<file path="src/rtl/steer_pkg.sv">
package steer_pkg;

  localparam int STEER_NPRI = 6;

  // Which input lane feeds receiver channel ch for a given select code.
  function automatic int rx_src_idx(int ch, int sel, int npri);
    return (sel == ch) ? npri : ch;
  endfunction

  // Which input lane is shown on the monitor. Returns -1 when the monitor is silent.
  function automatic int mon_src_idx(int sel, int npri);
    if (sel < npri)       return sel;
    else if (sel == npri) return -1;
    else                  return npri;
  endfunction

endpackage

</file>
<file path="src/rtl/steer_sel_reg.sv">
module steer_sel_reg #(
  parameter int SEL_W     = 3,
  parameter int RESET_SEL = 7
) (
  input  logic             clk,
  input  logic             rst_n,
  input  logic [SEL_W-1:0] sel_d,
  output logic [SEL_W-1:0] sel_q
);
  localparam logic [SEL_W-1:0] RST_VAL = SEL_W'(RESET_SEL);

  always_ff @(posedge clk) begin
    if (!rst_n) sel_q <= RST_VAL;
    else        sel_q <= sel_d;
  end
endmodule

</file>
<file path="src/rtl/steer_route.sv">
module steer_route
  import steer_pkg::*;
#(
  parameter int N_PRI = 6,
  parameter int SEL_W = 3
) (
  input  logic [SEL_W-1:0] sel_q,
  input  logic [N_PRI:0]   ser_in,
  output logic [N_PRI-1:0] rx_in,
  output logic             mon_out,
  output logic             mon_live
);
  for (genvar ch = 0; ch < N_PRI; ch++) begin : g_chan
    always_comb begin
      rx_in[ch] = 1'b0;
      for (int k = 0; k <= N_PRI; k++)
        if (k == rx_src_idx(ch, int'(sel_q), N_PRI)) rx_in[ch] = ser_in[k];
    end
  end

  always_comb begin
    mon_out  = 1'b0;
    mon_live = (mon_src_idx(int'(sel_q), N_PRI) >= 0);
    for (int k = 0; k <= N_PRI; k++)
      if (k == mon_src_idx(int'(sel_q), N_PRI)) mon_out = ser_in[k];
  end
endmodule

</file>
<file path="src/rtl/steer_oe_ctrl.sv">
module steer_oe_ctrl #(
  parameter int N_PRI   = 6,
  parameter int MON_DLY = 2
) (
  input  logic             clk,
  input  logic             rst_n,
  input  logic             pwr_up,
  input  logic             out_en,
  input  logic             mon_en,
  input  logic             mon_live,
  output logic             mon_en_dly,
  output logic             mon_oe,
  output logic [N_PRI-1:0] data_oe,
  output logic [N_PRI-1:0] clk_oe,
  output logic [N_PRI-1:0] lock_oe
);
  logic [MON_DLY-1:0] pipe_q;

  always_ff @(posedge clk) begin
    if (!rst_n) pipe_q <= '0;
    else        pipe_q <= {pipe_q[MON_DLY-2:0], mon_en};
  end

  assign mon_en_dly = pipe_q[MON_DLY-1];

  logic drive_ok;
  assign drive_ok = pwr_up & out_en;

  for (genvar ch = 0; ch < N_PRI; ch++) begin : g_oe
    assign data_oe[ch] = drive_ok;
    assign clk_oe[ch]  = drive_ok;
    assign lock_oe[ch] = pwr_up;
  end

  assign mon_oe = drive_ok & mon_en_dly & mon_live;
endmodule

</file>
<file path="src/rtl/steer_ctrl.sv">
module steer_ctrl
  import steer_pkg::*;
#(
  parameter int N_PRI   = STEER_NPRI,
  parameter int MON_DLY = 2,
  localparam int SEL_W  = $clog2(N_PRI + 2)
) (
  input  logic             clk,
  input  logic             rst_n,
  input  logic             pwr_up,
  input  logic             out_en,
  input  logic             mon_en,
  input  logic [SEL_W-1:0] sel_in,
  input  logic [N_PRI:0]   ser_in,
  output logic [N_PRI-1:0] rx_in,
  output logic             mon_out,
  output logic             mon_oe,
  output logic [N_PRI-1:0] data_oe,
  output logic [N_PRI-1:0] clk_oe,
  output logic [N_PRI-1:0] lock_oe
);
  logic [SEL_W-1:0] sel_q;
  logic             mon_live;
  logic             mon_en_dly;

  steer_sel_reg #(.SEL_W(SEL_W), .RESET_SEL(N_PRI + 1)) sel_reg_i (
    .clk(clk), .rst_n(rst_n), .sel_d(sel_in), .sel_q(sel_q)
  );

  steer_route #(.N_PRI(N_PRI), .SEL_W(SEL_W)) route_i (
    .sel_q(sel_q), .ser_in(ser_in), .rx_in(rx_in),
    .mon_out(mon_out), .mon_live(mon_live)
  );

  steer_oe_ctrl #(.N_PRI(N_PRI), .MON_DLY(MON_DLY)) oe_i (
    .clk(clk), .rst_n(rst_n), .pwr_up(pwr_up), .out_en(out_en),
    .mon_en(mon_en), .mon_live(mon_live), .mon_en_dly(mon_en_dly),
    .mon_oe(mon_oe), .data_oe(data_oe), .clk_oe(clk_oe), .lock_oe(lock_oe)
  );
endmodule

</file>
<file path="config.mk">
export PLATFORM = sky130hd
export DESIGN_NAME = steer_ctrl
export DESIGN_NICKNAME = d
export VERILOG_FILES = /design/src/rtl/steer_pkg.sv /design/src/rtl/steer_sel_reg.sv /design/src/rtl/steer_route.sv /design/src/rtl/steer_oe_ctrl.sv /design/src/rtl/steer_ctrl.sv
export SDC_FILE = /design/constraint.sdc
export NUM_CORES = 1
export LEC_CHECK = 0
export ABC_CLOCK_PERIOD_IN_PS = 1600
export BUFFER_PORTS_ARGS = -buffer_cell sky130_fd_sc_hd__buf_2
export CORE_MARGIN = 2
export CORE_UTILIZATION = 35
export DETAILED_ROUTE_END_ITERATION = 10
export PLACE_DENSITY = 0.75
export SYNTH_ARGS = -nofsm -noshare
export SYNTH_HDL_FRONTEND = slang
export SYNTH_SLANG_ARGS = --single-unit
</file>
<file path="constraint.sdc">
create_clock -name clk -period 1.6 [get_ports clk]
set_input_delay 0.08 -clock clk [delete_from_list [all_inputs] [get_ports clk]]
set_output_delay 0.08 -clock clk [all_outputs]
set_load 0.01 [all_outputs]
</file>
## After elaboration in Yosys (flattened, before gate mapping)

Cells that the tools add are included.

| storage, ports and cells | value |
|---|---|
| bits of input ports | 15 |
| output and inout port bits | 26 |
| bits in registers | 5 |
| logic and storage cells | 120 |

| cells by class | value |
|---|---|
| magnitude comparators | 2 |
| eq/ne operators | 48 |
| multiplexer cells | 57 |
| bitwise gates (word level) | 3 |
| reductions and logical operators | 8 |

Operators by type and width:

| operator | count |
|---|---|
| 4-bit by 32-bit equality test with 1-bit output, first input constant | 21 |
| 3-bit by 32-bit equality test with 1-bit output, first input constant | 12 |
| 32-bit logical NOT | 7 |
| 2-bit by 32-bit equality test with 1-bit output, first input constant | 5 |
| 32-bit two-way mux | 2 |
| 1-bit two-way mux | 49 |
| 32-bit by 1-bit >= comparator with 1-bit output, second input constant | 1 |
| 3-bit equality test, second input constant | 4 |
| 3-bit two-way mux | 4 |
| 1-bit by 3-bit equality test with 1-bit output, first input constant | 2 |
| 2-bit by 3-bit equality test with 1-bit output, first input constant | 2 |
| 3-bit by 2-bit equality test with 1-bit output, second input constant | 2 |
| 2-bit two-way mux | 2 |
| 1-bit bitwise AND | 3 |
| 3-bit logical NOT | 1 |
| 3-bit less-than comparator, second input constant | 1 |

## Logic depth before layout (Yosys ltp)

| depth | value |
|---|---|
| depth in word-level cells | 11 |
| gate-level depth with buffers | 4 |
| gate-level depth less buffers | 3 |

## Cells and area by module

From an unflattened synthesis, not the netlist that was laid out.

| second synthesis, totals | value |
|---|---|
| cells, all modules | 54 |
| area total of the unflattened synthesis | 485.5 sq um |

By module, submodules not included:

| module | times used | sequential area each (sq um) | cells an instance | area an instance (sq um) |
|---|---|---|---|---|
| steer_oe_ctrl | 1 | 40.0 | 24 | 203.9 |
| steer_route | 1 | 0.0 | 24 | 202.7 |
| steer_sel_reg | 1 | 60.1 | 6 | 78.8 |

## Worst setup path after synthesis

OpenSTA, ideal clock, no wires.

| timing | value |
|---|---|
| path kind | register to output |
| from | reg sel_reg_i.sel_q[1] |
| to | out rx_in[4] |
| path slack | 0.571 ns |
| cell stages (with the launch flop) | 4 |
| path buffers | 0 |
| arrival | 0.949 ns |
| required time | 1.520 ns |
| cell sequence | dfxtp_1 nand2b_1 nor2_1 mux2_2 |

| on the way | value |
|---|---|
| word-level cells in the longest chain between the ends | 10 |
| elaborated cells between the ends (all ways) | 16 |
| those cells by class | eq/ne: 7; mux: 8; reduce/logical: 1 |

Ends and longest elaborated chain:

| item | RTL line | source |
|---|---|---|
| start: declaration | steer_sel_reg.sv:8 | `output logic [SEL_W-1:0] sel_q` |
| start signal: assignment | steer_sel_reg.sv:14 | `else sel_q <= sel_d;` |
| 3-bit equality test (*) | steer_pkg.sv:7 | `return (sel == ch) ? npri : ch;` |
| 2-bit two-way mux (*) | steer_pkg.sv:7 |  |
| 32-bit logical NOT | steer_route.sv:17 | `if (k == rx_src_idx(ch, int'(sel_q), N_PRI)) rx_in[ch] = ser_in[k];` |
| 1-bit two-way mux (6 in series) | steer_route.sv:17 |  |
| 1-bit two-way mux (*) | steer_route.sv:17 |  |
| end: declaration | steer_ctrl.sv:15 | `output logic [N_PRI-1:0] rx_in,` |

Every way passes the cells marked *; elsewhere a longest branch is shown, timed or not.

## Worst setup path in the final report

| timing | value |
|---|---|
| from | reg sel_reg_i.sel_q[0] |
| to | out mon_out |

| on the way | value |
|---|---|
| word-level cells in the longest chain between the ends | 11 |
| elaborated cells between the ends (all ways) | 18 |
| those cells by class | order compare: 1; eq/ne: 7; mux: 9; reduce/logical: 1 |

Ends and longest elaborated chain:

| item | RTL line | source |
|---|---|---|
| branches (longest 2 deep; another with 3-bit less-than comparator) | -- |  |
| 32-bit two-way mux (*) | steer_pkg.sv:12 | `if (sel < npri) return sel;` |
| 32-bit logical NOT | steer_route.sv:25 | `if (k == mon_src_idx(int'(sel_q), N_PRI)) mon_out = ser_in[k];` |
| 1-bit two-way mux (6 in series) | steer_route.sv:25 |  |
| 1-bit two-way mux (*) | steer_route.sv:25 |  |
| end: declaration | steer_ctrl.sv:16 | `output logic mon_out,` |

Mark *: on every way between the ends.

==> results.ini <==
[status]
outcome = complete, no violations

[min_path]
holdCritPathClass = in2reg
hold-path-endpoint = sel_reg_i.sel_q[1]
worstHoldStart = sel_in[1]
hold-path-cell-count = 2

[place]
port_buffers = 40
gp_congestion = 0.6531
post-dp-hpwl_um = 774.7

[power]
ir_drop_mv = 0.3871
intPower_mw = 0.2897
combPwrFrac_pct = 30.2
leakagePower_nw = 0.3257
p_sw_share_pct = 29.53
power.switching_mw = 0.1214
p_per_area_nw_per_um2 = 702.0
clkPwrFrac_pct = 36.2
seqPwrFrac_pct = 33.7

[clock_tree]
cts.clk_slew.worst_paths_ps = 50
ctsResizeCount = 0
cts-root-buf = clkbuf_4
htree_levels = 1
clock_path_buffers = 2
clk_latency_ps = 240
cts_tree = done
hold_buffers = 0
cts_setup_buffers = 0
clkSinkCount = 5
numCtsBuffers = 3

[critical_path]
crit_chain = mux2_2 -> o22ai_2 -> a211oi_2 -> buf_2
timing.rr.end = oe_i.pipe_q[1]
cp_top_family = flip-flops
slowest_delay_ps = 410
crit_required_ps = 1520
critPathKind = reg2out
worstRegToRegCells = 1
cp_num_buf_inv = 1
critPathSlowestCell = dfxtp_1
worstSetupStartpoint = sel_reg_i.sel_q[0]
startpoint_type = flip-flop
rr_startpoint = oe_i.pipe_q[0]
crit_path_end_kind = output pin
cp.arrival_ps = 1410
reg2reg_slack_ps = 1100
cp_max_fo = 5

[logic_synthesis]
syn_area_per_cell_sq_um = 9.042
yosysTopAreaCellShare_pct = 28.20
synth_top_area_cell = buf_4
synthesis.nets = 68
ys_top_cells_by_area = buf_4, dfxtp_1, mux2_2, nand2b_1, and2_1
ys_ff_latch = 5
yosysWarnings = 0
syn_inst = 53
ys_types = 16
netlist_area_sq_um = 479.2
synth_seq_area_share_pct = 20.89

[floorplan]
fp-row-count = 13
fp.dieH_um = 41
die_w_um = 41
die-area_sq_um = 1681
start_util_pct = 37.29
top_level_ports = 41
core-area_sq_um = 1285

[timing]
finalHoldViolCount = 0
finalClockSkew_ps = 2.358
period_needed_ps = 1492
max_freq_mhz = 670.4
tns_ps = 0
tightest_slew_ps = 301.2
holdWs_ps = 15.45
fin_crit_sh_pct = 93.23
grt_setup_unrepaired = false
finalSetupViolCount = 0
drv_slew = 0
slew_headroom_pct = 79.92

[finish]
antenna_cells = 0
layout-drive-gt1-share_pct = 68.35
area_growth_pct = 22.19
fin_nets = 95

[grt]
grt_max_degree = 14
antenna_found_initial = 0
grt_overflow = 0
grt_pass1_vias = 304
track_usage_pct = 11.46
grt_pass1_wl_um = 1214

[routing]
vias = 414
drc = 0
firstDrtPassIters = 2
wire_per_inst_um = 10.18
drt-vias-per-instance = 4.404
drt-total-wl_um = 957
final_antenna_net_count = 0
dr.first_iter.drc_count = 1

[flow_run]
cap_violations = 0

[routing by layer]
| metal | GRT usage (%) | up-vias | share of wire (%) |
|---|---|---|---|
| met5 | 0 | - | 0 |
| met4 | 7.500 | 0 | 0 |
| met3 | 3.261 | 0 | 7.2 |
| met1 | 11.11 | 183 | 36 |
| met2 | 20.70 | 19 | 57 |
| li1 | - | 212 | - |
[cells by family after synthesis]
| kind of cell | after synthesis | share of synthesized area, % |
|---|---|---|
| AO/OA/AOI/OAI | 4 | 8.353 |
| buffers and inverters | 19 | 30.55 |
| flip-flops | 5 | 20.89 |
| multiplexers | 9 | 21.67 |
| AND/OR/NAND/NOR | 16 | 18.54 |
[final cells by class]
cell class	instances	area, sq um
repair buffers	41	207.7
well taps	15	18.77
flip-flops and latches	5	100.1
clock buffers	4	26.28
fillers	131	699.4
multi-input cells	29	232.7
[state kept, by name (all words and copies together) (netlist names)]
signal / flops
sel_reg_i.sel_q: 3
oe_i.pipe_q: 2
[synthesized netlist by cell type]
cell type / instances
a211oi_2: 1
a21oi_1: 1
and2_1: 3
buf_4: 18
buf_6: 1
dfxtp_1: 5
mux2_2: 7
mux2_4: 1
mux2i_1: 1
nand2_1: 2
nand2b_1: 5
nand3b_1: 2
nor2_1: 3
nor3_1: 1
o211a_1: 1
o22ai_2: 1
[power groups by stage]
stage / Combinational, mW / Sequential (mW) / Clock (mW)
finish: 0.124 / 0.139 / 0.149
global route: 0.139 / 0.139 / 0.162
CTS: 0.126 / 0.138 / 0.155
detailed placement: 0.126 / 0.140 / 0
global placement: 0.123 / 0.140 / 0
floorplan: 0.0998 / 0.138 / 0
[per-stage QoR]
step | power, mW | util [%] | instances | worst slack, ps | instance area [sq um]
final | 0.4111 | 45.57 | 94 | 108.3 | 585.6
after global routing | 0.4402 | 45.57 | 94 | 30.20 | 585.6
after CTS | 0.4192 | 45.57 | 94 | 93.28 | 585.6
after detailed placement | 0.2661 | 43.52 | 90 | 361.8 | 559.3
after global placement | 0.2627 | 43.52 | 90 | 388.3 | 559.3
after floorplan | 0.2378 | - | 53 | 570.7 | 479.2
[how the worst max path moves through the flow]
stage                    end  depth (start not counted)
floorplan           rx_in[4]                          3
global placement    rx_in[0]                          4
detailed placement   mon_out                          4
CTS                  mon_out                          4
global route         mon_out                          4
finish               mon_out                          4
[cells in the final DEF (no fill, tap or decap)]
cell / synthesis / final
clkbuf_1: 0 / 1
dfxtp_1: 5 / 5
o22ai_2: 1 / 1
clkbuf_4: 0 / 3
buf_2: 0 / 40
a211oi_2: 1 / 1
nand2b_1: 5 / 5
buf_4: 18 / 1
nand3b_1: 2 / 2
mux2i_1: 1 / 1
mux2_2: 7 / 7
a21oi_1: 1 / 1
nand2_1: 2 / 2
mux2_4: 1 / 1
and2_1: 3 / 3
nor2_1: 3 / 3
nor3_1: 1 / 1
o211a_1: 1 / 1
No activity file was read; power rests on OpenSTA's default activity.
